`config.mk`:
```
export PLATFORM = sky130hd
export DESIGN_NAME = gpio_irq_router
export DESIGN_NICKNAME = d
export VERILOG_FILES = /design/src/rtl/gpio_irq_pkg.sv /design/src/rtl/irq_cfg_regs.sv /design/src/rtl/irq_line.sv /design/src/rtl/gpio_irq_router.sv
export SDC_FILE = /design/constraint.sdc
export NUM_CORES = 1
export LEC_CHECK = 0
export BUFFER_PORTS_ARGS = -buffer_cell sky130_fd_sc_hd__buf_2
export CAP_MARGIN = 0
export CORE_AREA = 8 8 293 295
export DETAILED_ROUTE_END_ITERATION = 10
export DIE_AREA = 0 0 301 303
export PLACE_DENSITY_LB_ADDON = 0.2
export SETUP_SLACK_MARGIN = 0.2
export SLEW_MARGIN = 0
export SYNTH_ARGS = -nofsm -noshare
export SYNTH_HDL_FRONTEND = slang
export SYNTH_HIERARCHICAL = 1
export SYNTH_SLANG_ARGS = --single-unit
```
`constraint.sdc`:
```
create_clock -name clk -period 3.1 [get_ports clk]
set_input_delay 0.155 -clock clk [delete_from_list [all_inputs] [get_ports clk]]
set_output_delay 0.155 -clock clk [all_outputs]
set_load 0.02 [all_outputs]
```
`src/rtl/gpio_irq_pkg.sv`:
```
package gpio_irq_pkg;
  localparam int REG_W  = 32;
  localparam int EN_BIT = 31;
  localparam int HI_OFS = 16;

  // Trigger evaluation shared by every line: cur is the routed value now,
  // last is the routed value one clock earlier.
  function automatic logic trig_fire(input logic cur, input logic last,
                                     input logic inv, input logic edge_en,
                                     input logic any_edge);
    logic hit;
    if (any_edge)
      hit = cur ^ last;
    else if (edge_en)
      hit = inv ? (last & ~cur) : (cur & ~last);
    else
      hit = cur ^ inv;
    return hit;
  endfunction
endpackage

```
`src/rtl/irq_cfg_regs.sv`:
```
module irq_cfg_regs
  import gpio_irq_pkg::*;
#(
  parameter int N_LINES = 20,
  parameter int SEL_W   = 6,
  parameter int ADDR_W  = 6
) (
  input  logic                            clk,
  input  logic                            rst,
  input  logic [ADDR_W-1:0]               addr,
  input  logic                            we,
  input  logic [REG_W-1:0]                wdata,
  output logic [REG_W-1:0]                rdata,
  output logic                            enable_o,
  output logic [N_LINES-1:0]              pol_o,
  output logic [N_LINES-1:0]              edge_o,
  output logic [N_LINES-1:0]              both_o,
  output logic [N_LINES-1:0][SEL_W-1:0]   sel_o
);
  localparam int IDX_W   = ADDR_W - 2;
  localparam int N_SELWD = (N_LINES + 1) / 2;
  localparam int W_BOTH  = N_SELWD + 1;
  localparam int W_EDGE  = N_SELWD + 2;

  logic [IDX_W-1:0] idx;
  logic [1:0]       unused_lsb;
  logic             unused_wdata;
  assign idx          = addr[ADDR_W-1:2];
  assign unused_lsb   = addr[1:0];
  assign unused_wdata = ^wdata;

  logic                          en_q;
  logic [N_LINES-1:0]            pol_q, edge_q, both_q;
  logic [N_LINES-1:0][SEL_W-1:0] sel_q;
  logic [REG_W-1:0]              rd_word, rdata_q;

  always_ff @(posedge clk) begin
    if (rst) begin
      en_q   <= 1'b0;
      pol_q  <= '0;
      edge_q <= '0;
      both_q <= '0;
      sel_q  <= '0;
    end else if (we) begin
      if (idx == '0) begin
        en_q  <= wdata[EN_BIT];
        pol_q <= wdata[N_LINES-1:0];
      end
      if (idx == IDX_W'(W_BOTH)) both_q <= wdata[N_LINES-1:0];
      if (idx == IDX_W'(W_EDGE)) edge_q <= wdata[N_LINES-1:0];
      for (int i = 0; i < N_LINES; i++) begin
        if (idx == IDX_W'(i / 2 + 1))
          sel_q[i] <= wdata[(i % 2) * HI_OFS +: SEL_W];
      end
    end
  end

  always_comb begin
    rd_word = '0;
    if (idx == '0) begin
      rd_word[EN_BIT]      = en_q;
      rd_word[N_LINES-1:0] = pol_q;
    end
    if (idx == IDX_W'(W_BOTH)) rd_word[N_LINES-1:0] = both_q;
    if (idx == IDX_W'(W_EDGE)) rd_word[N_LINES-1:0] = edge_q;
    for (int i = 0; i < N_LINES; i++) begin
      if (idx == IDX_W'(i / 2 + 1))
        rd_word[(i % 2) * HI_OFS +: SEL_W] = sel_q[i];
    end
  end

  always_ff @(posedge clk) begin
    if (rst) rdata_q <= '0;
    else     rdata_q <= rd_word;
  end

  assign rdata    = rdata_q;
  assign enable_o = en_q;
  assign pol_o    = pol_q;
  assign edge_o   = edge_q;
  assign both_o   = both_q;
  assign sel_o    = sel_q;

  // words past the last control word read back as zero
  a_r8_unmapped_zero: assert property (@(posedge clk) disable iff (rst)
    (idx > IDX_W'(W_EDGE)) |=> (rdata == '0));

  // the cycle after reset the control state is cleared
  a_r1_reset_clear: assert property (@(posedge clk)
    rst |=> (!enable_o && pol_o == '0 && edge_o == '0 && both_o == '0));
endmodule

```
`src/rtl/irq_line.sv`:
```
module irq_line
  import gpio_irq_pkg::*;
#(
  parameter int N_PINS = 39,
  parameter int SEL_W  = 6
) (
  input  logic              clk,
  input  logic              rst,
  input  logic [N_PINS-1:0] gpio_i,
  input  logic [SEL_W-1:0]  sel,
  input  logic              pol,
  input  logic              edge_en,
  input  logic              both,
  input  logic              enable,
  output logic              irq_o
);
  logic src, prev_q, irq_q, in_range;

  assign in_range = (int'(sel) < N_PINS);

  always_comb begin
    src = 1'b0;
    if (in_range) src = gpio_i[sel];
  end

  always_ff @(posedge clk) begin
    if (rst) begin
      prev_q <= 1'b0;
      irq_q  <= 1'b0;
    end else begin
      prev_q <= src;
      irq_q  <= enable & trig_fire(src, prev_q, pol, edge_en, both);
    end
  end

  assign irq_o = irq_q;

  // disabled block gives a low line on the next cycle
  a_r2_off_low: assert property (@(posedge clk) disable iff (rst)
    !enable |=> !irq_o);

  // level line equals the routed pin xor polarity one clock later
  a_r5_level_track: assert property (@(posedge clk) disable iff (rst)
    (enable && !edge_en && !both && in_range) |=> (irq_o == $past(gpio_i[sel] ^ pol)));

  // single-edge pulse lasts one cycle while the setting is held
  a_r6_one_cycle: assert property (@(posedge clk) disable iff (rst)
    (edge_en && !both && $past(edge_en) && !$past(both) && (pol == $past(pol)) && irq_o)
      |=> !irq_o);

  // out-of-range selector acts as a constant 0 source
  a_r4_null_source: assert property (@(posedge clk) disable iff (rst)
    (!in_range && !pol && !both) |=> !irq_o);
endmodule

```
`src/rtl/gpio_irq_router.sv`:
```
module gpio_irq_router
  import gpio_irq_pkg::*;
#(
  parameter int N_PINS  = 39,
  parameter int N_LINES = 20,
  parameter int SEL_W   = 6,
  parameter int ADDR_W  = 6
) (
  input  logic               clk,
  input  logic               rst,
  input  logic [ADDR_W-1:0]  reg_addr,
  input  logic               reg_we,
  input  logic [REG_W-1:0]   reg_wdata,
  output logic [REG_W-1:0]   reg_rdata,
  input  logic [N_PINS-1:0]  gpio_i,
  output logic [N_LINES-1:0] irq_o
);
  logic                          cfg_en;
  logic [N_LINES-1:0]            cfg_pol, cfg_edge, cfg_both;
  logic [N_LINES-1:0][SEL_W-1:0] cfg_sel;

  irq_cfg_regs #(
    .N_LINES (N_LINES),
    .SEL_W   (SEL_W),
    .ADDR_W  (ADDR_W)
  ) u_regs (
    .clk      (clk),
    .rst      (rst),
    .addr     (reg_addr),
    .we       (reg_we),
    .wdata    (reg_wdata),
    .rdata    (reg_rdata),
    .enable_o (cfg_en),
    .pol_o    (cfg_pol),
    .edge_o   (cfg_edge),
    .both_o   (cfg_both),
    .sel_o    (cfg_sel)
  );

  for (genvar n = 0; n < N_LINES; n++) begin : g_line
    irq_line #(
      .N_PINS (N_PINS),
      .SEL_W  (SEL_W)
    ) u_line (
      .clk     (clk),
      .rst     (rst),
      .gpio_i  (gpio_i),
      .sel     (cfg_sel[n]),
      .pol     (cfg_pol[n]),
      .edge_en (cfg_edge[n]),
      .both    (cfg_both[n]),
      .enable  (cfg_en),
      .irq_o   (irq_o[n])
    );
  end

  // outputs low on the cycle after reset
  a_r1_out_reset: assert property (@(posedge clk) rst |=> (irq_o == '0));
endmodule

```
==> results.md <==
- The arrival time of data at the critical path endpoint is 3.23 ns.
- The synthesized netlist cell count is ~2.3k.
- After detailed routing, the average wire length per cell comes to between 20 and 30 um.
- The cell count after placement is approximately 3.4k.
- The placed instances occupy a cell area of 0.02177 mm2.
- The total of max-cap violations is 0.
- The synthesized-area fraction occupied by ao, oa, aoi and oai cells is 0.1756.
- Once detail routing completed, the nets flagged for antenna violations numbered 0.
- The final critical delay including setup and external delays is approximately 2.7 ns.
- The final count of pins violating max slew was 0.
- Fill cells in the final layout number 8734.
- Counting both buffers and inverters, the worst setup path holds a total of 1.
- The analysis attributes to net switching a power of approximately 2.7 mW.
- The post-route non-filler standard cell count is between 3k and 4k.
- The placeable core area is slightly above 0.08 mm2.
- The number of hold violations in the final report came to 0.
- The number of vias per cell is between 5 and 6.
- The post-synthesis average cell area is just under 9 um2.
- The number of different library cells in the post-synthesis netlist is 81.
- The total of flip-flops plus latches after synthesis is ~240.
- The global-route wire length before repair is roughly 140000 um.
- The first TritonRoute pass finished after 8 iterations.
- From synthesis to final layout, the design area changed by 13.81%.
- For met3 alone, demand over resource in global routing was 0.04293.
- The root buffer cell is clkbuf_16.
- For this design the ratio of total power to cell area is 379.1 mW/mm2.
- The die is about 300 um wide.
- Setup repair after global routing left no endpoint under its margin.
- By area the synthesized netlist is led by dfxtp_1 (24%), mux2i_1 (8.8%), mux4_1 (8.3%), nand2_1 (8.1%), mux4_2 (6.4%).
- The relative contribution of sequential cells to total power is 0.375.
- In this run, synthesis inferred 0 flip-flops with an integrated enable.
- Entering global routing, the biggest net connects 105 pins.
- The switching fraction of total power is 0.3077.
- Yosys printed 6 warnings.
- The setup violation total in the final timing report is 0.
- After floorplanning, the core was divided into approximately 110 placement rows.
- The clock share of power is 0.438.
- In this design, the stage delay of the slowest critical-path cell is ~0.56 ns.
- The overall die height is between 300 and 400 um.
- In this run the deepest clock path goes through 3 buffers.
- The share of total power dissipated in combinational logic is 0.187.
- The slowest stage cell on the critical path is dfxtp_1.
- Clock tree synthesis found a total of approximately 240 sinks.
- STA classifies the critical path startpoint as a register.
- The kind of path behind the tightest hold check is in2reg.
- Across every metal layer, demand over resource in global routing totals 0.1990.
- The share of synthesized cell area in and, or, nand and nor gates is 0.2178.
- The combined area of all synthesized cells is 0.02016 mm2.
- STA classifies the critical path endpoint as a register.
- The leading cell type in the layout, fill and taps excluded is nand2_1.
- The internal portion of the total power is ~6.0 mW.
- The final worst-path cycle share is 0.8818.
- Summed over all layers, the routed wires come to ~95000 um.
- The static leakage power is 7.395 nW.
- The commonest register cell after synthesis is dfxtp_1.
- The die outline area is approximately 0.091 mm2.
- Grouping stages by cell kind, the critical path spends the most delay in multiplexers.
- Of the post-synthesis cell area, the dominant cell type holds 0.2423.
- The initial cell density of the core is 0.2483.
- Between clock sinks in the finished design, the worst skew comes to between 0.01 and 0.015 ns.
- The met1 usage is 0.2706.
- IR analysis of the VDD net gives a maximum drop of 0.4009 mV.
- The number of top-level design ports is 132.
- Summing internal, switching and leakage power gives 8.698 mW.
- The clock reaches the later pin of the worst-skew pair after ~0.60 ns.
- The top fanout value on the critical path is 8.
- After synthesis, the largest family of logic cells by area is multiplexers.
- Summed over all instances, the cell type with the most area after synthesis is dfxtp_1.
- After synthesis, the share of cell area in mux cells is 0.2630.
- In this run the tightest slew margin relative to its limit is 0.2596.
- The share of post-route cells with drive strength above 1 is 0.1884.
- The layer with the highest usage is met2.
- The half-perimeter wire length after detailed placement is slightly above 60000 um.
- The area share of fa/ha/maj cells after synthesis is 0.02482.
- The final hold slack is 0.03340 ns.
- The number of remaining DRC errors is 0.
- The setup TNS is 0 ns.
- Leaving out fill and tap cells, the most frequent cells in the layout are nand2_1 (437), a21oi_1 (250), dfxtp_1 (243).
- Traced cell by cell, the critical path runs through mux4_2 > or2b_1 > a31oi_1 > a22oi_2 > a21oi_4 > inv_1 > ha_1 > mux2i_1 > nand3b_1 > nand4b_1 > nor2_2.
- The share of the Yosys chip area taken by registers is 0.2423.
- For the pin with the worst max-slew slack, the measured transition is roughly 1.1 ns.
- By startpoint and endpoint, the worst setup path is classified as reg2reg.
- The final design area excluding fillers is approximately 0.023 mm2.
- In the synthesized netlist the async set-or-reset flop fraction comes to 0.
- The number of buffers inserted by post-CTS setup repair is 0.
- Clock tree synthesis inserted a total of 30 buffers.
- The met2 usage in global routing is 0.3057.
- The total via count in the routed design is approximately 20k.
- The CTS tree is done.
- Routability-driven placement finished with a final weighted congestion of 0.9339.
- The number of buffers inserted by port buffering is around 110.
- The register clock-pin slew on the reported worst setup and hold paths is roughly 0.070 ns.
- In this run the number of H-tree levels came out at 1.
- The detailed router finished its first iteration with approximately 1.9k violations.
- For this run, the top clock speed supported by timing is around 0.37 GHz.
- The flow ran to the end, and the final reports show no timing, DRC or antenna violations.
- The initial antenna violation count was 4.
- The via count of the first global-routing pass came to between 15k and 20k.
- For this run, the post-layout net count is between 2k and 3k.
- The total congestion overflow after global routing is 0.
- Of the total synthesized cell area, the portion taken by XOR and XNOR cells is 0.0004344.
- The required arrival time at the worst endpoint is 3.59 ns.
[cells by family after synthesis]
group	after synthesis
fa+ha+maj	40
other cells	1
simple gates	902
buf+inv	252
mux	344
flops	244
xor+xnor	1
compound gates	513
[power by group through the flow]
| stage | Sequential [mW] | Clock [mW] | Combinational [mW] |
|---|---|---|---|
| after CTS | 3.26 | 3.89 | 1.59 |
| after global placement | 3.33 | 0 | 1.55 |
| after global routing | 3.27 | 4.02 | 1.70 |
| final | 3.27 | 3.81 | 1.63 |
| after detailed placement | 3.33 | 0 | 1.57 |
| after floorplan | 3.32 | 0 | 0.887 |
[cell type report]
class / instances / area, um2 / area share
Clock inverter: 12 / 193.9 / 0.008452
Multi-Input combinational cell: 1809 / 13780 / 0.6007
Antenna cell: 3 / 7.507 / 0.0003272
Inverter: 69 / 259.0 / 0.01129
Sequential cell: 244 / 4886 / 0.2129
Tap cell: 1070 / 1339 / 0.05835
Clock buffer: 44 / 853.3 / 0.03719
Timing Repair Buffer: 243 / 1623 / 0.07073
[per-layer routing]
metal,share of wire,vias up
li1,-,8619
met1,0.43,9811
met2,0.44,1017
met3,0.089,229
met4,0.044,0
met5,0,-
[worst min-delay path, stage by stage]
cell and delay [ns]:
buf_2 0.25, nand2_1 0.11, a21oi_1 0.06
[per-stage QoR]
step | util | setup slack, ns
after detailed placement | 0.2681 | 0.3716
after CTS | 0.2825 | 0.3773
final | 0.2826 | 0.3663
after global routing | 0.2825 | 0.2366
after global placement | 0.2681 | 0.3915
after floorplan | - | 0.8266
[timing repair]
item	CTS	global route
hold buffers	12	0
endpoints found under the setup margin	0	1
hold endpoints to repair	32	0
gates resized for setup	0	1
[synthesized netlist by cell type (all sizes together), types with 37 or more instances]
library cell and count:
a21oi 265, buf 119, nand3b 75, mux2i 178, mux4 121, nand2 439, nor2 151, ha 40
inv 69, clkbuf 64, dfxtp 244, mux2 45, o211ai 39, nor3 37
[registers in the layout (all words and copies together) (netlist names)]
| register | cells |
|---|---|
| u_regs/enable_o | 1 |
| u_regs/edge_o | 20 |
| u_regs/both_o | 20 |
| u_regs/sel_o | 120 |
| g_line.u_line/prev_q | 20 |
| g_line.u_line/irq_o | 20 |
| u_regs/rdata | 23 |
| u_regs/pol_o | 20 |
[final timing paths]
check | from | endpoint | slack, ns | cells past startpoint
worst max-delay path | u_regs/sel_o[19]$_SDFFE_PP0P_ | g_line[3].u_line/irq_o$_SDFF_PP0_ | 0.37 | 11
worst min-delay path | reg_wdata[20] | u_regs/sel_o[46]$_SDFFE_PP0P_ | 0.03 | 3
worst max register to register | u_regs/sel_o[19]$_SDFFE_PP0P_ | g_line[3].u_line/irq_o$_SDFF_PP0_ | 0.37 | 11
worst min register to register | u_regs/sel_o[104]$_SDFFE_PP0P_ | u_regs/sel_o[104]$_SDFFE_PP0P_ | 0.48 | 2
Power figures use the tool's default switching activity.
